[config.mk]
export PLATFORM = sky130hd
export DESIGN_NAME = lcdc_regs
export DESIGN_NICKNAME = d
export VERILOG_FILES = /design/src/rtl/lcdc_pkg.sv /design/src/rtl/lcdc_cfg_regs.sv /design/src/rtl/lcdc_frame_irq.sv /design/src/rtl/lcdc_regs.sv
export SDC_FILE = /design/constraint.sdc
export NUM_CORES = 1
export LEC_CHECK = 0
export BUFFER_PORTS_ARGS = -buffer_cell sky130_fd_sc_hd__buf_2
export CAP_MARGIN = 20
export CORE_MARGIN = 2
export CORE_UTILIZATION = 25
export CTS_CLUSTER_DIAMETER = 60
export DETAILED_ROUTE_END_ITERATION = 12
export PLACE_DENSITY_LB_ADDON = 0.05
export SLEW_MARGIN = 10
export SYNTH_ARGS = -nofsm -noshare
export SYNTH_HDL_FRONTEND = slang
export SYNTH_HIERARCHICAL = 1
export SYNTH_SLANG_ARGS = --single-unit
[constraint.sdc]
create_clock -name clk_i -period 2.1 [get_ports clk_i]
set_clock_uncertainty 0.15 [all_clocks]
set_input_delay 0.315 -clock clk_i [delete_from_list [all_inputs] [get_ports clk_i]]
set_output_delay 0.315 -clock clk_i [all_outputs]
set_load 0.01 [all_outputs]
[src/rtl/lcdc_pkg.sv]
package lcdc_pkg;

  typedef enum logic [1:0] {
    VAR_BASE  = 2'd0,
    VAR_BOARD = 2'd1,
    VAR_EXT   = 2'd2
  } variant_e;

  localparam int DATA_W   = 32;
  localparam int NUM_TIM  = 4;
  localparam int DIM_W    = 11;

  // word indices
  localparam int IDX_TIM0  = 0;
  localparam int IDX_UPPER = 4;
  localparam int IDX_LOWER = 5;
  localparam int IDX_SLOTA = 6;
  localparam int IDX_SLOTB = 7;
  localparam int IDX_RAW   = 8;
  localparam int IDX_MSK   = 9;
  localparam int IDX_CLR   = 10;
  localparam int IDX_UPCUR = 11;
  localparam int IDX_LOCUR = 12;
  localparam int IDX_ID0   = 'h3F8;

  // control bits
  localparam int CB_EN   = 0;
  localparam int CB_BPP  = 1;
  localparam int CB_BGR  = 8;
  localparam int CB_BEB  = 9;
  localparam int CB_BEP  = 10;
  localparam int CB_PWR  = 11;

  // status bits
  localparam int SB_NB = 2;
  localparam int SB_VC = 3;

  function automatic int ctrl_idx(variant_e v);
    return (v == VAR_BASE) ? IDX_SLOTB : IDX_SLOTA;
  endfunction

  function automatic int mask_idx(variant_e v);
    return (v == VAR_BASE) ? IDX_SLOTA : IDX_SLOTB;
  endfunction

  function automatic logic [7:0] id_byte(variant_e v, logic [2:0] i);
    logic ext;
    ext = (v == VAR_EXT);
    case (i)
      3'd0:    return ext ? 8'h11 : 8'h10;
      3'd1:    return 8'h11;
      3'd2:    return ext ? 8'h24 : 8'h04;
      3'd3:    return 8'h00;
      3'd4:    return 8'h0D;
      3'd5:    return 8'hF0;
      3'd6:    return 8'h05;
      default: return 8'hB1;
    endcase
  endfunction

endpackage

[src/rtl/lcdc_cfg_regs.sv]
module lcdc_cfg_regs
  import lcdc_pkg::*;
#(
  parameter int DW    = DATA_W,
  parameter int NTIM  = NUM_TIM,
  parameter int DIM_WIDTH = DIM_W
) (
  input  logic                     clk_i,
  input  logic                     rst_ni,
  input  logic [DW-1:0]            wdata_i,
  input  logic [NTIM-1:0]          tim_we_i,
  input  logic                     up_we_i,
  input  logic                     lo_we_i,
  input  logic                     ctrl_we_i,
  input  logic                     mask_we_i,
  output logic [NTIM-1:0][DW-1:0]  tim_o,
  output logic [DW-1:0]            up_o,
  output logic [DW-1:0]            lo_o,
  output logic [DW-1:0]            ctrl_o,
  output logic [DW-1:0]            mask_o,
  output logic                     enabled_o,
  output logic [2:0]               bpp_o,
  output logic                     bgr_o,
  output logic                     be_byte_o,
  output logic                     be_pix_o,
  output logic [DIM_WIDTH-1:0]     ppl_o,
  output logic [DIM_WIDTH-1:0]     lpf_o
);

  for (genvar g = 0; g < NTIM; g++) begin : g_tim
    always_ff @(posedge clk_i or negedge rst_ni) begin
      if (!rst_ni)          tim_o[g] <= '0;
      else if (tim_we_i[g]) tim_o[g] <= wdata_i;
    end
  end

  always_ff @(posedge clk_i or negedge rst_ni) begin
    if (!rst_ni) begin
      up_o   <= '0;
      lo_o   <= '0;
      ctrl_o <= '0;
      mask_o <= '0;
    end else begin
      if (up_we_i)   up_o   <= wdata_i;
      if (lo_we_i)   lo_o   <= wdata_i;
      if (ctrl_we_i) ctrl_o <= wdata_i;
      if (mask_we_i) mask_o <= wdata_i;
    end
  end

  assign enabled_o = ctrl_o[CB_EN] & ctrl_o[CB_PWR];
  assign bpp_o     = ctrl_o[CB_BPP +: 3];
  assign bgr_o     = ctrl_o[CB_BGR];
  assign be_byte_o = ctrl_o[CB_BEB];
  assign be_pix_o  = ctrl_o[CB_BEP];

  // ((t0 & 0xFC) + 4) * 4 == (t0[7:2] + 1) * 16
  logic [6:0] ppl_units;
  assign ppl_units = {1'b0, tim_o[0][7:2]} + 7'd1;
  assign ppl_o     = DIM_WIDTH'({ppl_units, 4'b0000});
  assign lpf_o     = DIM_WIDTH'({1'b0, tim_o[1][9:0]} + 11'd1);

endmodule

[src/rtl/lcdc_frame_irq.sv]
module lcdc_frame_irq #(
  parameter int TICK_CYCLES = 1666667
) (
  input  logic       clk_i,
  input  logic       rst_ni,
  input  logic       enabled_i,
  input  logic       restart_i,
  input  logic       clr_we_i,
  input  logic [1:0] clr_bits_i,
  input  logic [1:0] mask_bits_i,
  output logic [1:0] stat_o,
  output logic       tick_o,
  output logic       irq_o
);

  localparam int CNT_W = (TICK_CYCLES > 1) ? $clog2(TICK_CYCLES) : 1;
  localparam logic [CNT_W-1:0] LAST = CNT_W'(TICK_CYCLES - 1);

  logic [CNT_W-1:0] cnt_q;

  assign tick_o = enabled_i && !restart_i && (cnt_q == LAST);

  always_ff @(posedge clk_i or negedge rst_ni) begin
    if (!rst_ni)                             cnt_q <= '0;
    else if (restart_i || !enabled_i || tick_o) cnt_q <= '0;
    else                                     cnt_q <= cnt_q + 1'b1;
  end

  logic [1:0] stat_d;
  always_comb begin
    stat_d = stat_o;
    if (clr_we_i) stat_d = stat_d & ~clr_bits_i;
    if (tick_o)   stat_d = 2'b11;  // set beats clear
  end

  always_ff @(posedge clk_i or negedge rst_ni) begin
    if (!rst_ni) stat_o <= '0;
    else         stat_o <= stat_d;
  end

  assign irq_o = |(stat_o & mask_bits_i);

endmodule

[src/rtl/lcdc_regs.sv]
module lcdc_regs
  import lcdc_pkg::*;
#(
  parameter int       ADDR_W      = 10,
  parameter variant_e VARIANT     = VAR_BASE,
  parameter int       TICK_CYCLES = 1666667
) (
  input  logic              clk_i,
  input  logic              rst_ni,
  input  logic              wr_en_i,
  input  logic              rd_en_i,
  input  logic [ADDR_W-1:0] addr_i,
  input  logic [31:0]       wdata_i,
  output logic [31:0]       rdata_o,
  output logic              irq_o,
  output logic              enabled_o,
  output logic [2:0]        bpp_o,
  output logic              bgr_o,
  output logic              be_byte_o,
  output logic              be_pix_o,
  output logic [10:0]       ppl_o,
  output logic [10:0]       lpf_o
);

  localparam int CTRL_IDX = ctrl_idx(VARIANT);
  localparam int MASK_IDX = mask_idx(VARIANT);
  localparam logic [ADDR_W-4:0] ID_HI = (ADDR_W-3)'(IDX_ID0 >> 3);

  // write decode
  logic [NUM_TIM-1:0] tim_we;
  logic up_we, lo_we, ctrl_we, mask_we, clr_we;

  for (genvar g = 0; g < NUM_TIM; g++) begin : g_twe
    assign tim_we[g] = wr_en_i && (addr_i == ADDR_W'(IDX_TIM0 + g));
  end
  assign up_we   = wr_en_i && (addr_i == ADDR_W'(IDX_UPPER));
  assign lo_we   = wr_en_i && (addr_i == ADDR_W'(IDX_LOWER));
  assign ctrl_we = wr_en_i && (addr_i == ADDR_W'(CTRL_IDX));
  assign mask_we = wr_en_i && (addr_i == ADDR_W'(MASK_IDX));
  assign clr_we  = wr_en_i && (addr_i == ADDR_W'(IDX_CLR));

  logic [NUM_TIM-1:0][31:0] tim_q;
  logic [31:0] up_q, lo_q, ctrl_q, mask_q;

  lcdc_cfg_regs #(
    .DW(32), .NTIM(NUM_TIM), .DIM_WIDTH(11)
  ) u_cfg (
    .clk_i     (clk_i),
    .rst_ni    (rst_ni),
    .wdata_i   (wdata_i),
    .tim_we_i  (tim_we),
    .up_we_i   (up_we),
    .lo_we_i   (lo_we),
    .ctrl_we_i (ctrl_we),
    .mask_we_i (mask_we),
    .tim_o     (tim_q),
    .up_o      (up_q),
    .lo_o      (lo_q),
    .ctrl_o    (ctrl_q),
    .mask_o    (mask_q),
    .enabled_o (enabled_o),
    .bpp_o     (bpp_o),
    .bgr_o     (bgr_o),
    .be_byte_o (be_byte_o),
    .be_pix_o  (be_pix_o),
    .ppl_o     (ppl_o),
    .lpf_o     (lpf_o)
  );

  logic [1:0] stat_q;
  logic       tick;

  lcdc_frame_irq #(
    .TICK_CYCLES(TICK_CYCLES)
  ) u_irq (
    .clk_i       (clk_i),
    .rst_ni      (rst_ni),
    .enabled_i   (enabled_o),
    .restart_i   (ctrl_we),
    .clr_we_i    (clr_we),
    .clr_bits_i  (wdata_i[SB_VC:SB_NB]),
    .mask_bits_i (mask_q[SB_VC:SB_NB]),
    .stat_o      (stat_q),
    .tick_o      (tick),
    .irq_o       (irq_o)
  );

  // read mux
  logic [31:0] raw_word;
  assign raw_word = {28'd0, stat_q, 2'b00};

  always_comb begin
    rdata_o = '0;
    if (rd_en_i) begin
      if (addr_i[ADDR_W-1:3] == ID_HI) begin
        rdata_o = {24'd0, id_byte(VARIANT, addr_i[2:0])};
      end else begin
        case (int'(addr_i))
          IDX_TIM0, IDX_TIM0 + 1, IDX_TIM0 + 2, IDX_TIM0 + 3:
                     rdata_o = tim_q[addr_i[1:0]];
          IDX_UPPER, IDX_UPCUR: rdata_o = up_q;
          IDX_LOWER, IDX_LOCUR: rdata_o = lo_q;
          CTRL_IDX:  rdata_o = ctrl_q;
          MASK_IDX:  rdata_o = mask_q;
          IDX_RAW:   rdata_o = raw_word;
          IDX_MSK:   rdata_o = raw_word & mask_q;
          default:   rdata_o = '0;
        endcase
      end
    end
  end

endmodule

==> flow_summary.ini <==
[layout]
nNetsFinal = 1283
drive_gt1_share_pct = 54.2
diodes = 0
fillCellCount = 5196
final_common_cell = dfrtp_1
seqCellArea_um2 = 6990
final_cell_mix = dfrtp_1 (273), mux2_2 (232), buf_4 (129)
multi_input_area_um2 = 6180
finalNonFillerCells = 1948
syn_to_final_growth_pct = 36.3

[detailed_routing]
post_drt_wl_per_cell_um = 21.3
antenna_left = 0
vias = 9093
drt_pre_antenna_iters = 5
routed_wl_um = 41400
drc = 0
vias_per_cell = 4.67
drt-initial-drc-count = 520

[timing]
layout_min_cycle_time_ps = 2650
finalHoldViolCount = 0
finalSetupViolations = 41
max_slew.worst_pin.slew_ps = 508
finalWorstSetupSlack_ps = -548
max_freq_mhz = 378
holdWs_ps = 43.2
period_share_pct = 126
relSlewSlack_pct = 66.1
slew_viol_final = 0
rsz0062_at_grt = yes

[clock_tree]
cts_tree = done
clockBufferDepth = 3
clkTransAtPathRegs_ps = 50
clkLatencyLatePin_ps = 540
htree_levels = 2
cts_buffers = 40
cts.sinks = 279
cts_root_buf = clkbuf_16

[grt]
grt_max_degree = 44
grt_pass1_vias = 9627
antenna_found_initial = 0
track_usage_pct = 15.6
grt_first_pass_wirelength_um = 63300
grt_overflow = 0

[placed_design]
globalplace.congestion = 0.721
dp_cells = 1815
io_buffer_count = 103
post-dp-hpwl_um = 28500

[flow_run]
drv_cap = 0

[synth]
ys_warn_count = 6
synth_area_um2 = 13200
syn_area_per_cell_um2 = 13.8
synth_cells = 956

[die]
boundaryPins = 108
coreArea_um2 = 52300
die_area_um2 = 54600
die_h_um = 234
initial_core_util_pct = 25.2
rows = 84
die_x_um = 234

[run_status]
violations = setup timing
status = finished, violations left

[worst_setup_path]
path_max_fanout = 2
required_ps = 1630
reg2reg_depth = 6
end_kind = output port
rr_endpoint = u_irq/cnt_q[18]
start_kind = flip-flop
r2r_start = u_irq/cnt_q[1]
critPathArrivalTime_ps = 2180
regToRegSetupSlack_ps = 90
worstSetupPathType = flip-flop to output port

[worst_hold_path]
hold_class = input pin to flip-flop
min_path_cells = 2
min_to = u_cfg/tim_o[68]
min_from = wdata_i[4]

[power_and_ir_drop]
cellLeakagePower_nw = 8.37
power.density_nw_per_um2 = 721
irDropWorstVdd_v = 0.000404
timing repair:
item	CTS	global route
hold buffers	31	0
gates resized for setup	47	42
endpoints found under the hold margin	420	0
setup endpoints to repair	64	45
pin swaps	29	30
gates cloned	1	0
setup buffers	21	14
critical path, stage by stage, from the launching register on:
cell and delay [ps]:
dfrtp_1 380, mux4_2 470, a222oi_1 470, o22ai_1 160, buf_2 160
power by group:
group          internal (mW)  total (mW)  switching, mW  leakage (nW)
registers               5.46        5.50         0.0420          3.86
logic                  0.357       0.821          0.464          3.87
clock network           4.12        6.64           2.52         0.636
total                   9.94        13.0           3.02          8.37
stage by stage:
| step | setup slack, ps | area, um^2 | TNS (ps) | power, mW | util, % |
|---|---|---|---|---|---|
| 3_5_place_dp | -501 | 15700 | -105530 | 6.32 | 29.9 |
| 5_1_grt | -759 | 18000 | -16450 | 13.6 | 34.3 |
| 6_report | -548 | 18000 | -12170 | 13.0 | 34.3 |
| 4_1_cts | -710 | 17700 | -14160 | 13.2 | 33.8 |
| 2_1_floorplan | -15.1 | 13300 | -1460 | 5.86 | - |
| 3_3_place_gp | -483 | 15700 | -98600 | 6.33 | 29.9 |
flip-flops by register name, summed over array words and instances (netlist names):
name          count
u_cfg/ctrl_o     32
u_cfg/lo_o       32
u_cfg/mask_o     32
u_cfg/tim_o     128
u_cfg/up_o       32
u_irq/cnt_q      21
u_irq/stat_o      2
per-layer routing:
metal / share of wire (%) / routed length [um] / track usage, % / up-vias
met1: 50 / 20500 / 22.6 / 4772
met5: 0 / 0 / 0 / -
met3: 3.0 / 1250 / 2.27 / 50
li1: - / - / - / 4149
met2: 46 / 18900 / 24.1 / 122
met4: 1.9 / 775 / 4.41 / 0
how the worst max path moves through the flow:
stage / start / to / slack (ps) / cells past startpoint
after floorplan: addr_i[5] / u_cfg/tim_o[100] / -20 / 8
after global placement: addr_i[0] / rdata_o[26] / -480 / 9
after detailed placement: addr_i[0] / rdata_o[26] / -500 / 9
after CTS: u_cfg/tim_o[122] / rdata_o[26] / -710 / 4
after global routing: u_cfg/tim_o[122] / rdata_o[26] / -760 / 4
final: u_cfg/tim_o[122] / rdata_o[26] / -550 / 4
final cells by class:
class                      instances  share of cell area, %
sequential                       279                   38.9
multi-input combinational        595                   34.4
timing repair buffer             307                   14.5
clock buffer                      58                   6.56
tap                              688                   4.79
clock inverter                    11                  0.654
inverter                          10                  0.209
Power figures use the tool's default switching activity.
